### src/rtl/progfetch_pkg.sv
package progfetch_pkg;

    localparam int ADDR_W     = 16;
    localparam int CODE_W     = 3;
    localparam int BASE_SHIFT = 9;
    localparam int CODE_MAX   = 5;
    localparam logic [CODE_W-1:0] RESET_CODE = 3'b101;

    typedef enum logic [1:0] {
        TA_IDLE  = 2'd0,
        TA_ARMED = 2'd1,
        TA_OPEN  = 2'd2
    } ta_state_t;

    typedef struct packed {
        logic en;
        logic sel;
        logic [7:0] data;
    } reg_wr_t;

    typedef struct packed {
        logic rom;
        logic ext;
    } route_t;

    function automatic logic code_valid(input logic [CODE_W-1:0] c);
        return int'(c) <= CODE_MAX;
    endfunction

    function automatic logic [ADDR_W:0] code_limit(input logic [CODE_W-1:0] c);
        logic [ADDR_W:0] lim;
        if (c == '0) lim = '0;
        else         lim = (ADDR_W+1)'(1) << (BASE_SHIFT + int'(c));
        return lim;
    endfunction

endpackage

### src/rtl/ta_unlock.sv
module ta_unlock
    import progfetch_pkg::*;
#(
    parameter logic [7:0] KEY_FIRST  = 8'hAA,
    parameter logic [7:0] KEY_SECOND = 8'h55,
    parameter int ARM_CYC = 3,
    parameter int WIN_CYC = 4
) (
    input  logic       clk,
    input  logic       rst,
    input  logic       key_wr,
    input  logic [7:0] key_data,
    input  logic       consume,
    output logic       win_open
);
    localparam int ARM_W = $clog2(ARM_CYC + 1);
    localparam int WIN_W = $clog2(WIN_CYC + 1);

    ta_state_t        state;
    logic [ARM_W-1:0] arm_cnt;
    logic [WIN_W-1:0] win_cnt;

    always_ff @(posedge clk) begin
        if (rst) begin
            state   <= TA_IDLE;
            arm_cnt <= '0;
            win_cnt <= '0;
        end else begin
            case (state)
                TA_IDLE: begin
                    if (key_wr && key_data == KEY_FIRST) begin
                        state   <= TA_ARMED;
                        arm_cnt <= ARM_W'(ARM_CYC);
                    end
                end
                TA_ARMED: begin
                    if (key_wr) begin
                        if (key_data == KEY_SECOND) begin
                            state   <= TA_OPEN;
                            win_cnt <= WIN_W'(WIN_CYC);
                        end else if (key_data == KEY_FIRST) begin
                            arm_cnt <= ARM_W'(ARM_CYC);
                        end else begin
                            state <= TA_IDLE;
                        end
                    end else if (arm_cnt == ARM_W'(1)) begin
                        state <= TA_IDLE;
                    end else begin
                        arm_cnt <= arm_cnt - ARM_W'(1);
                    end
                end
                TA_OPEN: begin
                    if (consume || win_cnt == WIN_W'(1)) begin
                        state   <= TA_IDLE;
                        win_cnt <= '0;
                    end else begin
                        win_cnt <= win_cnt - WIN_W'(1);
                    end
                end
                default: state <= TA_IDLE;
            endcase
        end
    end

    assign win_open = (state == TA_OPEN);

endmodule

### src/rtl/size_reg.sv
module size_reg
    import progfetch_pkg::*;
(
    input  logic              clk,
    input  logic              rst,
    input  logic              load,
    input  logic [CODE_W-1:0] load_code,
    output logic [CODE_W-1:0] code
);
    always_ff @(posedge clk) begin
        if (rst)                               code <= RESET_CODE;
        else if (load && code_valid(load_code)) code <= load_code;
    end
endmodule

### src/rtl/addr_route.sv
module addr_route
    import progfetch_pkg::*;
(
    input  logic              fetch_valid,
    input  logic [ADDR_W-1:0] fetch_addr,
    input  logic              ext_access_n,
    input  logic [CODE_W-1:0] code,
    output route_t            route
);
    logic [ADDR_W:0] limit;
    logic            beyond;

    always_comb begin
        limit     = code_limit(code);
        beyond    = ({1'b0, fetch_addr} >= limit) || !ext_access_n;
        route.rom = fetch_valid && !beyond;
        route.ext = fetch_valid && beyond;
    end
endmodule

### src/rtl/progfetch_router.sv
module progfetch_router
    import progfetch_pkg::*;
(
    input  logic        clk,
    input  logic        rst,
    input  logic        fetch_valid,
    input  logic [15:0] fetch_addr,
    input  logic        ext_access_n,
    input  logic        wr_en,
    input  logic        wr_sel,
    input  logic [7:0]  wr_data,
    output logic        rom_sel,
    output logic        ext_fetch,
    output logic        pstore_n
);
    reg_wr_t           wr;
    logic              win_open;
    logic              size_wr;
    logic [CODE_W-1:0] size_code;
    route_t            route;

    assign wr      = '{en: wr_en, sel: wr_sel, data: wr_data};
    assign size_wr = wr.en && wr.sel && win_open;

    ta_unlock u_unlock (
        .clk      (clk),
        .rst      (rst),
        .key_wr   (wr.en && !wr.sel),
        .key_data (wr.data),
        .consume  (size_wr),
        .win_open (win_open)
    );

    size_reg u_size (
        .clk       (clk),
        .rst       (rst),
        .load      (size_wr),
        .load_code (wr.data[CODE_W-1:0]),
        .code      (size_code)
    );

    addr_route u_route (
        .fetch_valid  (fetch_valid),
        .fetch_addr   (fetch_addr),
        .ext_access_n (ext_access_n),
        .code         (size_code),
        .route        (route)
    );

    assign rom_sel   = route.rom;
    assign ext_fetch = route.ext;
    assign pstore_n  = !route.ext;

endmodule

### config.mk
export PLATFORM = sky130hd
export DESIGN_NAME = progfetch_router
export DESIGN_NICKNAME = d
export VERILOG_FILES = /design/src/rtl/progfetch_pkg.sv /design/src/rtl/ta_unlock.sv /design/src/rtl/size_reg.sv /design/src/rtl/addr_route.sv /design/src/rtl/progfetch_router.sv
export SDC_FILE = /design/constraint.sdc
export NUM_CORES = 1
export LEC_CHECK = 0
export ABC_AREA = 1
export BUFFER_PORTS_ARGS = -buffer_cell sky130_fd_sc_hd__buf_2
export CORE_MARGIN = 1.5
export CORE_UTILIZATION = 32
export DETAILED_ROUTE_END_ITERATION = 6
export MAX_ROUTING_LAYER = met4
export PLACE_DENSITY = 0.52
export SYNTH_ARGS = -nofsm -noshare
export SYNTH_HDL_FRONTEND = slang
export SYNTH_SLANG_ARGS = --single-unit
### constraint.sdc
create_clock -name clk -period 2.45 [get_ports clk]
set_input_delay 0.49 -clock clk [delete_from_list [all_inputs] [get_ports clk]]
set_output_delay 0.49 -clock clk [all_outputs]
set_load 0.05 [all_outputs]
==> impl_results.html <==
<table>
<tr><th>Metric</th><th>Value</th></tr>
<tr><th colspan="2">Pwr</th></tr>
<tr><td>Worst IR Drop VDD</td><td>0.388 mV</td></tr>
<tr><td>Leakage power figure</td><td>0.931 nW</td></tr>
<tr><td>Cell area power density</td><td>569 nW/um^2</td></tr>
<tr><th colspan="2">Place</th></tr>
<tr><td>DP HPWL</td><td>2450 microns</td></tr>
<tr><td>Port Buffers</td><td>32</td></tr>
<tr><td># placed instances</td><td>approximately 300</td></tr>
<tr><td>Place WS</td><td>-0.334 ns</td></tr>
<tr><td>RD Place Congestion</td><td>0.802</td></tr>
<tr><th colspan="2">Worst setup path</th></tr>
<tr><td>Maximum fanout encountered on the critical timing path</td><td>4</td></tr>
<tr><td>Number of buffers and inverters on the critical path</td><td>4</td></tr>
<tr><td>CP arrival</td><td>2.32 ns</td></tr>
<tr><td>Cell breakdown of the critical path</td><td>nand2_4 &gt; inv_4 &gt; ha_4 &gt; inv_4 &gt; nor2_4 &gt; nand3_2 &gt; ha_1 &gt; nand2_2 &gt; nor2_1 &gt; and2_1 &gt; nand4_1 &gt; nand3_4 &gt; nand2_8 &gt; inv_8 &gt; buf_8</td></tr>
<tr><td>Slack of the worst reg-to-reg path</td><td>~1.1 ns</td></tr>
<tr><td>Crit-path slowest cell</td><td>sky130_fd_sc_hd__dfxtp_4</td></tr>
<tr><td>Dominant delay contributor by cell family on the critical path</td><td>simple AND/OR/NAND/NOR gates</td></tr>
<tr><td>Longest individual stage delay on the worst path</td><td>0.34 ns</td></tr>
<tr><td>Type of the worst setup path</td><td>flip-flop to output pin</td></tr>
<tr><td>Worst endpoint required time</td><td>approximately 2.0 ns</td></tr>
<tr><td>Cell with the most instances on the worst path</td><td>sky130_fd_sc_hd__inv_4</td></tr>
<tr><td>Kind of start point of the critical path</td><td>flip-flop</td></tr>
<tr><td>Endpoint class of the critical path</td><td>output pin</td></tr>
<tr><th colspan="2">CTS</th></tr>
<tr><td>TritonCTS Sinks</td><td>10</td></tr>
<tr><td>CTS tree</td><td>done</td></tr>
<tr><td>Post-CTS clock slew at the launch and capture registers of the worst setup and hold paths</td><td>0.05 ns</td></tr>
<tr><td>Clock root cell</td><td>sky130_fd_sc_hd__clkbuf_8</td></tr>
<tr><td>H-tree levels</td><td>1</td></tr>
<tr><td>Cts bufs inserted</td><td>3</td></tr>
<tr><td>Clock buffer depth</td><td>2</td></tr>
<tr><td>Source-to-sink clock delay at the later pin of the worst-skew pair</td><td>about 0.24 ns</td></tr>
<tr><th colspan="2">Logic synthesis</th></tr>
<tr><td>Distinct cell type count of the synthesized netlist</td><td>25</td></tr>
<tr><td>Area share of xor/xnor cells in the synthesized design</td><td>0.00698</td></tr>
<tr><td>Multiplexer share of the synthesized area</td><td>0</td></tr>
<tr><td>Post-synthesis sequential element count</td><td>10</td></tr>
<tr><td>Area share of fa/ha/maj cells after synthesis</td><td>0.229</td></tr>
<tr><td>Simple-gate share of the synthesized area</td><td>0.416</td></tr>
<tr><td>Mapped Cells</td><td>208</td></tr>
<tr><td>Main combinational cell family by area after synthesis</td><td>simple AND/OR/NAND/NOR gates</td></tr>
<tr><td>Syn_area_per_cell</td><td>6.03 sq um</td></tr>
<tr><td>Cell types with the largest area share after synthesis</td><td>sky130_fd_sc_hd__ha_1 (23%), sky130_fd_sc_hd__dfxtp_1 (16%), sky130_fd_sc_hd__nand2_1 (15%)</td></tr>
<tr><td>Portion of the post-synthesis area used by sequential elements</td><td>0.160</td></tr>
<tr><td>Cell type with the highest aggregate area in the netlist</td><td>sky130_fd_sc_hd__ha_1</td></tr>
<tr><td>Yosys top cell area share</td><td>0.229</td></tr>
<tr><td>Post-synthesis compound-gate area fraction</td><td>0.0748</td></tr>
<tr><td>Ys Warns</td><td>0</td></tr>
<tr><td>Total standard cell area after synthesis</td><td>1250 sq um</td></tr>
<tr><th colspan="2">Job</th></tr>
<tr><td>Number of max-cap violations</td><td>0</td></tr>
<tr><th colspan="2">Final layout</th></tr>
<tr><td>Fraction of layout cells with a size suffix above 1</td><td>0.340</td></tr>
<tr><td>Final cell count without fillers</td><td>307</td></tr>
<tr><td>Count of filler cells inserted in the layout</td><td>413</td></tr>
<tr><td>Ant diodes</td><td>0</td></tr>
<tr><td>Area used by multi-input combinational logic</td><td>1110 sq um</td></tr>
<tr><td>Layout Nets</td><td>313</td></tr>
<tr><td>Register area</td><td>205 sq um</td></tr>
<tr><td>Final Core Density</td><td>0.498</td></tr>
<tr><td>Synthesis-to-layout area growth</td><td>47.6%</td></tr>
<tr><th colspan="2">Floorplanning</th></tr>
<tr><td>Vertical extent of the die</td><td>around 66 microns</td></tr>
<tr><td>Std cell rows</td><td>22</td></tr>
<tr><td>Top-Level Pins</td><td>33</td></tr>
<tr><td>Floorplan Core Area</td><td>~3700 sq um</td></tr>
<tr><td>Width of the chip</td><td>65.6 microns</td></tr>
<tr><td>Full die area</td><td>roughly 4300 sq um</td></tr>
<tr><td>Initial Utilization</td><td>0.338</td></tr>
<tr><th colspan="2">Drt</th></tr>
<tr><td>Total number of vias</td><td>1375</td></tr>
<tr><td>First-iteration detailed-routing DRC count</td><td>20</td></tr>
<tr><td>Antenna Violating Nets Remaining</td><td>0</td></tr>
<tr><td>Routed len/inst</td><td>9.46 microns</td></tr>
<tr><td>Number of detailed-routing iterations run before antenna repair</td><td>4</td></tr>
<tr><td>Detail-routed via count per cell</td><td>4.48</td></tr>
<tr><td>Routed wire length</td><td>~2900 microns</td></tr>
<tr><td>DRC errors left</td><td>0</td></tr>
<tr><th colspan="2">Global routing</th></tr>
<tr><td>Wire length of the first global-routing pass</td><td>4910 microns</td></tr>
<tr><td>Pin count of the biggest net entering global routing</td><td>10</td></tr>
<tr><td>Total global routing overflow</td><td>0</td></tr>
<tr><td>Via count of the first global-routing pass</td><td>1265</td></tr>
<tr><td>Initial antenna violation count</td><td>0</td></tr>
<tr><td>GRT Resource Usage Total</td><td>0.149</td></tr>
<tr><th colspan="2">STA</th></tr>
<tr><td>Setup repair after global routing missed its margin</td><td>yes</td></tr>
<tr><td>Final Hold Vio Count</td><td>0</td></tr>
<tr><td>Pins Over Slew Limit</td><td>0</td></tr>
<tr><td>Worst hold slack</td><td>between 0.4 and 0.5 ns</td></tr>
<tr><td>Share of the cycle needed by the critical path after routing</td><td>1.15</td></tr>
<tr><td>Final Worst Setup Slack</td><td>-0.357 ns</td></tr>
<tr><td>Final setup viols</td><td>3</td></tr>
<tr><td>Peak Freq</td><td>356 MHz</td></tr>
<tr><td>Final Skew</td><td>~0.0030 ns</td></tr>
<tr><td>Post-layout minimum cycle time</td><td>2.81 ns</td></tr>
<tr><th colspan="2">Status</th></tr>
<tr><td>Status</td><td>finished, violations left</td></tr>
<tr><td>Violated checks</td><td>negative setup slack</td></tr>
<tr><th colspan="2">Hold path</th></tr>
<tr><td>Path type of the worst min-delay path</td><td>input pin to flip-flop</td></tr>
</table>
sequential cells by signal (all words and copies together) (netlist names):
signal,cells
u_unlock.win_cnt,3
u_unlock.state,2
u_size.code,3
u_unlock.arm_cnt,2
through the flow:
stage / area, sq um / setup TNS, ns / power, mW
3_5_place_dp: 1640 / -0.861 / 0.793
6_report: 1850 / -1.03 / 1.05
4_1_cts: 1740 / -1.18 / 1.02
5_1_grt: 1850 / -1.40 / 1.18
2_1_floorplan: 1360 / -0.154 / 0.663
3_3_place_gp: 1640 / -0.865 / 0.791
final cells by class:
type | count | area share
repair buffers | 42 | 0.143
inverters | 37 | 0.0818
clock buffers | 4 | 0.0297
flip-flops and latches | 10 | 0.111
multi-input cells | 166 | 0.602
well taps | 48 | 0.0324
synth_stat cells:
library cell                n
sky130_fd_sc_hd__a21o_1     3
sky130_fd_sc_hd__a21oi_1    7
sky130_fd_sc_hd__a21oi_2    1
sky130_fd_sc_hd__and2_1     1
sky130_fd_sc_hd__clkinv_1   1
sky130_fd_sc_hd__conb_1     1
sky130_fd_sc_hd__dfxtp_1   10
sky130_fd_sc_hd__ha_1      23
sky130_fd_sc_hd__inv_1     32
sky130_fd_sc_hd__inv_2      4
sky130_fd_sc_hd__nand2_1   51
sky130_fd_sc_hd__nand2_2    4
sky130_fd_sc_hd__nand3_1   16
sky130_fd_sc_hd__nand3_2    1
sky130_fd_sc_hd__nand3b_1   1
sky130_fd_sc_hd__nand4_1    6
sky130_fd_sc_hd__nor2_1    36
sky130_fd_sc_hd__nor2_2     1
sky130_fd_sc_hd__nor2_4     1
sky130_fd_sc_hd__nor3_1     1
sky130_fd_sc_hd__nor4_1     1
sky130_fd_sc_hd__o211ai_1   1
sky130_fd_sc_hd__o21ai_0    3
sky130_fd_sc_hd__o21ai_1    1
sky130_fd_sc_hd__xnor2_1    1
placed cells by master, fill, tap and decap left out, types with 2 or more instances in the layout:
master                     Yosys  final
sky130_fd_sc_hd__o21ai_0       3      3
sky130_fd_sc_hd__nand3_4       0      2
sky130_fd_sc_hd__clkbuf_8      0      4
sky130_fd_sc_hd__inv_4         0      2
sky130_fd_sc_hd__nor2_4        1      6
sky130_fd_sc_hd__buf_2         0     29
sky130_fd_sc_hd__ha_4          0      4
sky130_fd_sc_hd__nand3_1      16     13
sky130_fd_sc_hd__a21oi_1       7      5
sky130_fd_sc_hd__a21oi_2       1      3
sky130_fd_sc_hd__conb_1        1      6
sky130_fd_sc_hd__dfxtp_1      10      8
sky130_fd_sc_hd__ha_1         23     19
sky130_fd_sc_hd__nor2_1       36     27
sky130_fd_sc_hd__nand2_1      51     45
sky130_fd_sc_hd__buf_8         0      3
sky130_fd_sc_hd__inv_2         4      4
sky130_fd_sc_hd__buf_4         0     10
sky130_fd_sc_hd__nor2_2        1      5
sky130_fd_sc_hd__nand3_2       1      2
sky130_fd_sc_hd__nand2_2       4      8
sky130_fd_sc_hd__inv_1        32     29
sky130_fd_sc_hd__nand4_1       6      6
sky130_fd_sc_hd__a21o_1        3      3
where the power goes:
part | leakage, nW | internal, mW | switching [mW] | total, mW
sequential | 0.0824 | 0.211 | 0.0311 | 0.242
clock | 0.0288 | 0.142 | 0.0717 | 0.214
combinational | 0.820 | 0.249 | 0.349 | 0.598
cells by family after synthesis:
kind of cell | count (synthesis)
other cells | 1
buf+inv | 37
xor+xnor | 1
fa+ha+maj | 23
flops | 10
simple gates | 120
compound gates | 16
final timing paths:
path / from / to / cells after the start
setup / recovery: u_size.code[0]$_SDFFE_PP1P_ / ext_fetch / 15
hold / removal: rst / u_size.code[0]$_SDFFE_PP1P_ / 3
setup reg to reg: u_unlock.state[0]$_SDFFE_PP0P_ / u_unlock.state[1]$_SDFFE_PP0P_ / 9
hold reg to reg: u_unlock.win_cnt[1]$_SDFFE_PP0P_ / u_unlock.win_cnt[1]$_SDFFE_PP0P_ / 2
worst reg2reg max path, stage by stage (launching register included):
cell and delay, ns:
sky130_fd_sc_hd__dfxtp_1 0.32, sky130_fd_sc_hd__inv_1 0.08, sky130_fd_sc_hd__ha_1 0.22, sky130_fd_sc_hd__nand3_1 0.14
sky130_fd_sc_hd__nand3_1 0.09, sky130_fd_sc_hd__inv_1 0.07, sky130_fd_sc_hd__a21oi_2 0.17, sky130_fd_sc_hd__nand3_1 0.09
sky130_fd_sc_hd__nand2_1 0.07, sky130_fd_sc_hd__nor2_1 0.04
timing repair:
action,in CTS,in global routing
pin swaps,12,4
hold buffers,0,0
setup endpoints to repair,3,3
resized for setup,13,24
buffers inserted,1,1
hold endpoints to repair,0,0
routing by layer:
layer	GRT usage	part of all wire	vias to the layer above
met5	-	0	-
met1	0.159	0.44	581
met2	0.274	0.50	28
li1	-	-	762
met4	0.0625	0.017	0
met3	0.0171	0.046	4
No activity file was read; power rests on OpenSTA's default activity.
